**src/rtl/nib3w_pkg.sv**
```systemverilog
// Shared constants and state types for the three-wire nibble master.
// Assumes an 8-bit command byte whose upper nibble carries marker flags.
package nib3w_pkg;
    localparam int NIB_W  = 4;
    localparam int BYTE_W = 8;

    localparam logic [BYTE_W-1:0] MARK_READ = 8'h40;
    localparam logic [BYTE_W-1:0] MARK_ADDR = 8'h20;
    localparam logic [BYTE_W-1:0] MARK_DATA = 8'h10;

    typedef enum logic [1:0] {SEQ_IDLE, SEQ_CMD, SEQ_TAIL} seq_t;
    typedef enum logic [1:0] {PH_IDLE, PH_HIGH, PH_LOW} phase_t;

    // Builds the address byte of an access from its nibble and direction.
    function automatic logic [BYTE_W-1:0] addr_byte(input logic rd, input logic [NIB_W-1:0] a);
        return MARK_ADDR | (rd ? MARK_READ : '0) | {{(BYTE_W-NIB_W){1'b0}}, a};
    endfunction
endpackage

```
**src/rtl/nib3w_halfper.sv**
```systemverilog
// Half-period timer: while run is high, expire pulses every HALF_CYC cycles.
// Assumes HALF_CYC >= 2; the count restarts from zero whenever run is low.
module nib3w_halfper #(
    parameter int HALF_CYC = 175
) (
    input  logic clk,
    input  logic rst_n,
    input  logic run,
    output logic expire
);
    localparam int CW = (HALF_CYC > 1) ? $clog2(HALF_CYC) : 1;

    logic [CW-1:0] cnt;

    assign expire = run && (cnt == CW'(HALF_CYC - 1));

    // Count cycles of the current phase, restarting at phase end or idle.
    always_ff @(posedge clk) begin
        if (!rst_n || !run || expire) begin
            cnt <= '0;
        end else begin
            cnt <= cnt + 1'b1;
        end
    end
endmodule

```
**src/rtl/nib3w_sync.sv**
```systemverilog
// Multi-flop synchronizer for one asynchronous input bit.
// Assumes the input is quasi-static over several system cycles.
module nib3w_sync #(
    parameter int STAGES = 2
) (
    input  logic clk,
    input  logic rst_n,
    input  logic d,
    output logic q
);
    logic [STAGES-1:0] chain;

    assign q = chain[STAGES-1];

    // Shift the input through the flop chain.
    always_ff @(posedge clk) begin
        if (!rst_n) begin
            chain <= '0;
        end else begin
            chain <= {chain[STAGES-2:0], d};
        end
    end
endmodule

```
**src/rtl/nib3w_byte_eng.sv**
```systemverilog
// Byte engine: shifts one byte out (dir_in=0) or in (dir_in=1), MSB first.
// Each bit is a clock-high half period followed by a clock-low half period.
// Out data changes only at the clock rising edge or at start; input is
// sampled at the end of the high phase. Assumes start only while idle.
module nib3w_byte_eng #(
    parameter int HALF_CYC = 175,
    parameter int BITS     = 8,
    parameter int OUT_W    = 4,
    parameter int SYNC_N   = 2
) (
    input  logic             clk,
    input  logic             rst_n,
    input  logic             start,
    input  logic             dir_in,
    input  logic [BITS-1:0]  load,
    input  logic             sdi_async,
    output logic             done,
    output logic [OUT_W-1:0] rx,
    output logic             sclk,
    output logic             sdo,
    output logic             oe
);
    import nib3w_pkg::*;

    localparam int BCW = (BITS > 1) ? $clog2(BITS) : 1;

    phase_t          ph;
    logic [BCW-1:0]  bitc;
    logic [BITS-1:0] shreg;
    logic            dir_q;
    logic            expire;
    logic            sdi_s;

    nib3w_halfper #(.HALF_CYC(HALF_CYC)) tmr_i (
        .clk    (clk),
        .rst_n  (rst_n),
        .run    (ph != PH_IDLE),
        .expire (expire)
    );

    nib3w_sync #(.STAGES(SYNC_N)) sync_i (
        .clk   (clk),
        .rst_n (rst_n),
        .d     (sdi_async),
        .q     (sdi_s)
    );

    assign sdo = dir_q ? 1'b0 : shreg[BITS-1];
    assign rx  = shreg[OUT_W-1:0];

    // Walk the high/low phases of each bit and shift the byte.
    always_ff @(posedge clk) begin
        if (!rst_n) begin
            ph    <= PH_IDLE;
            bitc  <= '0;
            shreg <= '0;
            dir_q <= 1'b0;
            sclk  <= 1'b1;
            oe    <= 1'b0;
            done  <= 1'b0;
        end else begin
            done <= 1'b0;
            case (ph)
                PH_IDLE: begin
                    if (start) begin
                        shreg <= load;
                        dir_q <= dir_in;
                        bitc  <= '0;
                        ph    <= PH_HIGH;
                    end
                end
                PH_HIGH: begin
                    if (!dir_q) begin
                        oe <= 1'b1;
                    end
                    if (expire) begin
                        if (dir_q) begin
                            shreg <= {shreg[BITS-2:0], sdi_s};
                        end
                        sclk <= 1'b0;
                        ph   <= PH_LOW;
                    end
                end
                PH_LOW: begin
                    if (expire) begin
                        sclk <= 1'b1;
                        if (bitc == BCW'(BITS - 1)) begin
                            ph   <= PH_IDLE;
                            oe   <= 1'b0;
                            done <= 1'b1;
                        end else begin
                            bitc <= bitc + 1'b1;
                            ph   <= PH_HIGH;
                            if (!dir_q) begin
                                shreg <= {shreg[BITS-2:0], 1'b0};
                            end
                        end
                    end
                end
                default: ph <= PH_IDLE;
            endcase
        end
    end
endmodule

```
**src/rtl/nib3w_master.sv**
```systemverilog
// Access sequencer: takes a host read/write request and runs the byte engine
// for the address byte, then either the data byte or a reply byte.
// Assumes the caller drives the device chip enable around each access.
module nib3w_master #(
    parameter int HALF_CYC = 175
) (
    input  logic       clk,
    input  logic       rst_n,
    input  logic       req_i,
    input  logic       rd_i,
    input  logic [3:0] addr_i,
    input  logic [3:0] wdata_i,
    output logic       busy_o,
    output logic       done_o,
    output logic [3:0] rdata_o,
    output logic       sclk_o,
    output logic       sdo_o,
    output logic       sdo_oe_o,
    input  logic       sdi_i
);
    import nib3w_pkg::*;

    seq_t              st;
    logic              rd_q;
    logic [NIB_W-1:0]  wdata_q;
    logic              eng_start;
    logic              eng_dir;
    logic [BYTE_W-1:0] eng_load;
    logic              eng_done;
    logic [NIB_W-1:0]  eng_rx;

    assign busy_o = (st != SEQ_IDLE);

    // Choose the byte and direction for the next engine run.
    always_comb begin
        eng_start = ((st == SEQ_IDLE) && req_i) || ((st == SEQ_CMD) && eng_done);
        eng_dir   = (st == SEQ_CMD) && rd_q;
        if (st == SEQ_IDLE) begin
            eng_load = addr_byte(rd_i, addr_i);
        end else if (rd_q) begin
            eng_load = '0;
        end else begin
            eng_load = MARK_DATA | {{(BYTE_W-NIB_W){1'b0}}, wdata_q};
        end
    end

    nib3w_byte_eng #(
        .HALF_CYC (HALF_CYC),
        .BITS     (BYTE_W),
        .OUT_W    (NIB_W),
        .SYNC_N   (2)
    ) eng_i (
        .clk       (clk),
        .rst_n     (rst_n),
        .start     (eng_start),
        .dir_in    (eng_dir),
        .load      (eng_load),
        .sdi_async (sdi_i),
        .done      (eng_done),
        .rx        (eng_rx),
        .sclk      (sclk_o),
        .sdo       (sdo_o),
        .oe        (sdo_oe_o)
    );

    // Step through address byte and tail byte, then signal completion.
    always_ff @(posedge clk) begin
        if (!rst_n) begin
            st      <= SEQ_IDLE;
            rd_q    <= 1'b0;
            wdata_q <= '0;
            done_o  <= 1'b0;
            rdata_o <= '0;
        end else begin
            done_o <= 1'b0;
            case (st)
                SEQ_IDLE: begin
                    if (req_i) begin
                        rd_q    <= rd_i;
                        wdata_q <= wdata_i;
                        st      <= SEQ_CMD;
                    end
                end
                SEQ_CMD: begin
                    if (eng_done) begin
                        st <= SEQ_TAIL;
                    end
                end
                SEQ_TAIL: begin
                    if (eng_done) begin
                        st     <= SEQ_IDLE;
                        done_o <= 1'b1;
                        if (rd_q) begin
                            rdata_o <= eng_rx;
                        end
                    end
                end
                default: st <= SEQ_IDLE;
            endcase
        end
    end
endmodule

```
**config.mk**
```make
export PLATFORM = sky130hd
export DESIGN_NAME = nib3w_master
export DESIGN_NICKNAME = d
export VERILOG_FILES = /design/src/rtl/nib3w_pkg.sv /design/src/rtl/nib3w_halfper.sv /design/src/rtl/nib3w_sync.sv /design/src/rtl/nib3w_byte_eng.sv /design/src/rtl/nib3w_master.sv
export SDC_FILE = /design/constraint.sdc
export NUM_CORES = 1
export LEC_CHECK = 0
export CAP_MARGIN = 40
export CORE_MARGIN = 10
export CORE_UTILIZATION = 32
export CTS_CLUSTER_DIAMETER = 80
export DETAILED_ROUTE_END_ITERATION = 7
export DONT_BUFFER_PORTS = 1
export SLEW_MARGIN = 20
export SYNTH_ARGS = -nofsm -noshare
export SYNTH_HDL_FRONTEND = slang
export SYNTH_SLANG_ARGS = --single-unit
```
**constraint.sdc**
```tcl
create_clock -name clk -period 3.3 [get_ports clk]
set_clock_uncertainty 0.05 [all_clocks]
set_input_delay 0.495 -clock clk [delete_from_list [all_inputs] [get_ports clk]]
set_output_delay 0.495 -clock clk [all_outputs]
set_load 0.01 [all_outputs]
```
==> out/results.ini <==
[synthesis]
yosysSeqAreaShare_pct = 41.0
synthTopCellsByCount = dfxtp_1 (39), nor2_1 (26), mux2i_1 (18), nand2_1 (16)
async_flop_share_pct = 0
synth_edf_count = 0
yosys_most_used_dff = dfxtp_1
ys_types = 43
syn_area_per_cell_um2 = 9.16
syn_inst = 208
synth_seq_cells = 39
yosysMostFrequentCell = dfxtp_1
yosys.area.top_type = dfxtp_1
yosys_warnings = 0
syn_area_mm2 = 0.00191
syn_nets = 230
yosys-top-cells-area = dfxtp_1 (41%), mux2i_1 (9.5%), ha_1 (5.9%), nor2_1 (5.1%), nand2_1 (3.2%)
synth_top_area_share_pct = 41.0

[route]
drt_iter0_markers = 77
routed_wirelength_um = 3900
wl_per_cell_um = 14.0
wl_met1_um = 1860
antenna_left = 0
vias = 1377
wl_met3_um = 139
first_pass_iters = 4
dr_wl_met2_um = 1860
route.detailed.drc = 0
top_layer = met4
via_per_inst = 4.94

[status]
status = complete, no violations

[clock_network]
cts_hold_buffers = 0
cts_tree = yes
htree_num_levels = 2
cts_buffers = 5
post_cts_buffers = 0
cts_resized = 0
cts.clk_slew.worst_paths_ns = 0.07
clk_latency_ns = 0.30
numClockSinks = 39
clock_path_buffers = 2
cts-root-buf = clkbuf_8

[worst_setup_path]
worstPathRequired_ns = 3.42
critPathCaptureType = flip-flop
critical_path_class = reg2reg
crit_buf_inv = 1
cp-start-kind = flip-flop
path_max_fanout = 9
regToRegSetupSlack_ns = 1.08
arrival_ns = 2.34
crit_chain = inv_1 > ha_1 > and4b_2 > nand3_1 > a2111o_1 > mux2i_1
cpMaxStageDelayCell = a2111o_1
critPathMaxStageDelay_ns = 0.61
path_delay_family = compound AO/OA/AOI/OAI gates

[placement]
dp_cells = 271
hpwlAfterDp_um = 2850
port_buffers = 0
gp_congestion = 0.747
post_dp_cell_area_mm2 = 0.00191

[timing]
slew_headroom_pct = 56.9
worst_pin_slew_ns = 0.642
grt_setup_unrepaired = no
hold_viol = 0
fin_tns_setup_ns = 0
fmax_ghz = 0.451
fin_hold_ws_ns = 0.266
setup_viol = 0
maxSlewViolCount = 0
period_minus_slack_ns = 2.22
post-route-period-util_pct = 67.2

[die]
die-area_mm2 = 0.00944
initial_core_util_pct = 32.6
rows = 28
coreArea_mm2 = 0.00585
dieHeight_um = 97.2
ios = 22
die_w_um = 97.2

[power_and_ir_drop]
clkPwrFrac_pct = 26.3
intPower_uw = 799
peakVddDrop_uv = 171
swShare_pct = 32.8
switching_power_uw = 391
combPwrFrac_pct = 26.3
power_density_mw_per_mm2 = 599
seq_power_share_pct = 47.4
leakagePower_nw = 0.776

[final_layout]
syn2layout_area_growth_pct = 4.33
fill_cells = 609
layout-drive-gt1-share_pct = 8.33
antenna_cells = 0
final_cells = 279
nets = 225
stdcell_area_mm2 = 0.00199

[flow_run]
maxCapViolations = 0

[grt]
grt_remaining_overflow = 0
antenna_found_initial = 0
grt_max_degree = 22
track_usage_pct = 8.47
grt_pass1_vias = 1347
grt_pass1_wl_um = 6620

[min_path]
hold_class = in2reg

==> final cells by class <==
class,instances,area [um2],share of cell area (%)
multi-input cells,149,1000,50.4
well taps,75,93.8,4.72
inverters,8,30.0,1.51
clock buffers,7,76.3,3.84
clock inverters,1,5.00,0.252
flip-flops and latches,39,781,39.3
==> cells in the final DEF (no fill, tap or decap), types with 2 or more instances in the layout <==
cell type / n
or4_1: 2
nand3_1: 6
nand2_1: 16
nor4b_1: 3
and2_2: 2
clkbuf_1: 2
mux2i_1: 18
dfxtp_1: 39
nand4b_1: 2
inv_1: 8
nor3_1: 5
a21oi_1: 11
ha_1: 9
nand4_1: 5
o21ai_0: 11
xor2_1: 5
nor2b_1: 2
nor2_1: 26
clkbuf_8: 5
and2_1: 4
a22o_2: 3
==> path summary, 6_finish.rpt <==
kind	startpoint	to	depth (start not counted)
worst max-delay path	eng_i.ph[0]	eng_i.shreg[5]	6
worst max register to register	eng_i.ph[0]	eng_i.shreg[5]	6
worst min-delay path	rst_n	eng_i.sync_i.chain[0]	1
worst min register to register	eng_i.sync_i.chain[0]	eng_i.sync_i.chain[1]	1
==> flip-flops by register name, summed over array words and instances, names as in the netlist <==
register,cells
eng_i.bitc,3
eng_i.tmr_i.cnt,8
wdata_q,4
eng_i.sclk,1
eng_i.ph,2
eng_i.oe,1
rdata_o,4
done_o,1
eng_i.sync_i.chain,2
st,2
rd_q,1
eng_i.shreg,8
eng_i.done,1
eng_i.dir_q,1
==> worst reg2reg max path, delay by kind of cell, from the launching register on <==
kind / cells / cell delay [ns]
compound gates: 1 / 0.61
simple gates: 2 / 0.45
flops: 1 / 0.41
fa+ha+maj: 1 / 0.30
mux: 1 / 0.19
buf+inv: 1 / 0.08
==> metrics by stage <==
step	total power, mW	setup slack (ns)	utilization, %
after global routing	1.27	0.902	34.0
after global placement	0.882	1.16	32.6
after CTS	1.20	1.07	34.0
after detailed placement	0.889	1.08	32.6
after floorplan	0.849	1.34	-
final	1.19	1.08	34.0
==> logic make-up after synthesis <==
family | after synthesis | share of synthesized area [%]
DFF | 39 | 41.0
xor gates and xnor gates | 6 | 2.76
buffers and inverters | 20 | 6.43
adders and majority gates | 9 | 5.91
AOI/OAI and AO/OA | 36 | 12.4
muxes | 18 | 9.45
and+or+nand+nor | 80 | 22.1
==> routing by layer <==
metal	up-vias	GRT usage (%)
met5	-	0
met4	0	4.65
met3	4	3.49
met2	13	12.9
met1	639	9.80
li1	721	-
==> power groups by stage <==
stage / logic, mW / registers [mW] / clock network, mW
2_1_floorplan: 0.289 / 0.560 / 0
3_3_place_gp: 0.309 / 0.573 / 0
3_5_place_dp: 0.314 / 0.576 / 0
4_1_cts: 0.314 / 0.565 / 0.322
5_1_grt: 0.354 / 0.571 / 0.347
6_report: 0.313 / 0.564 / 0.314
No activity file was read; power rests on OpenSTA's default activity.
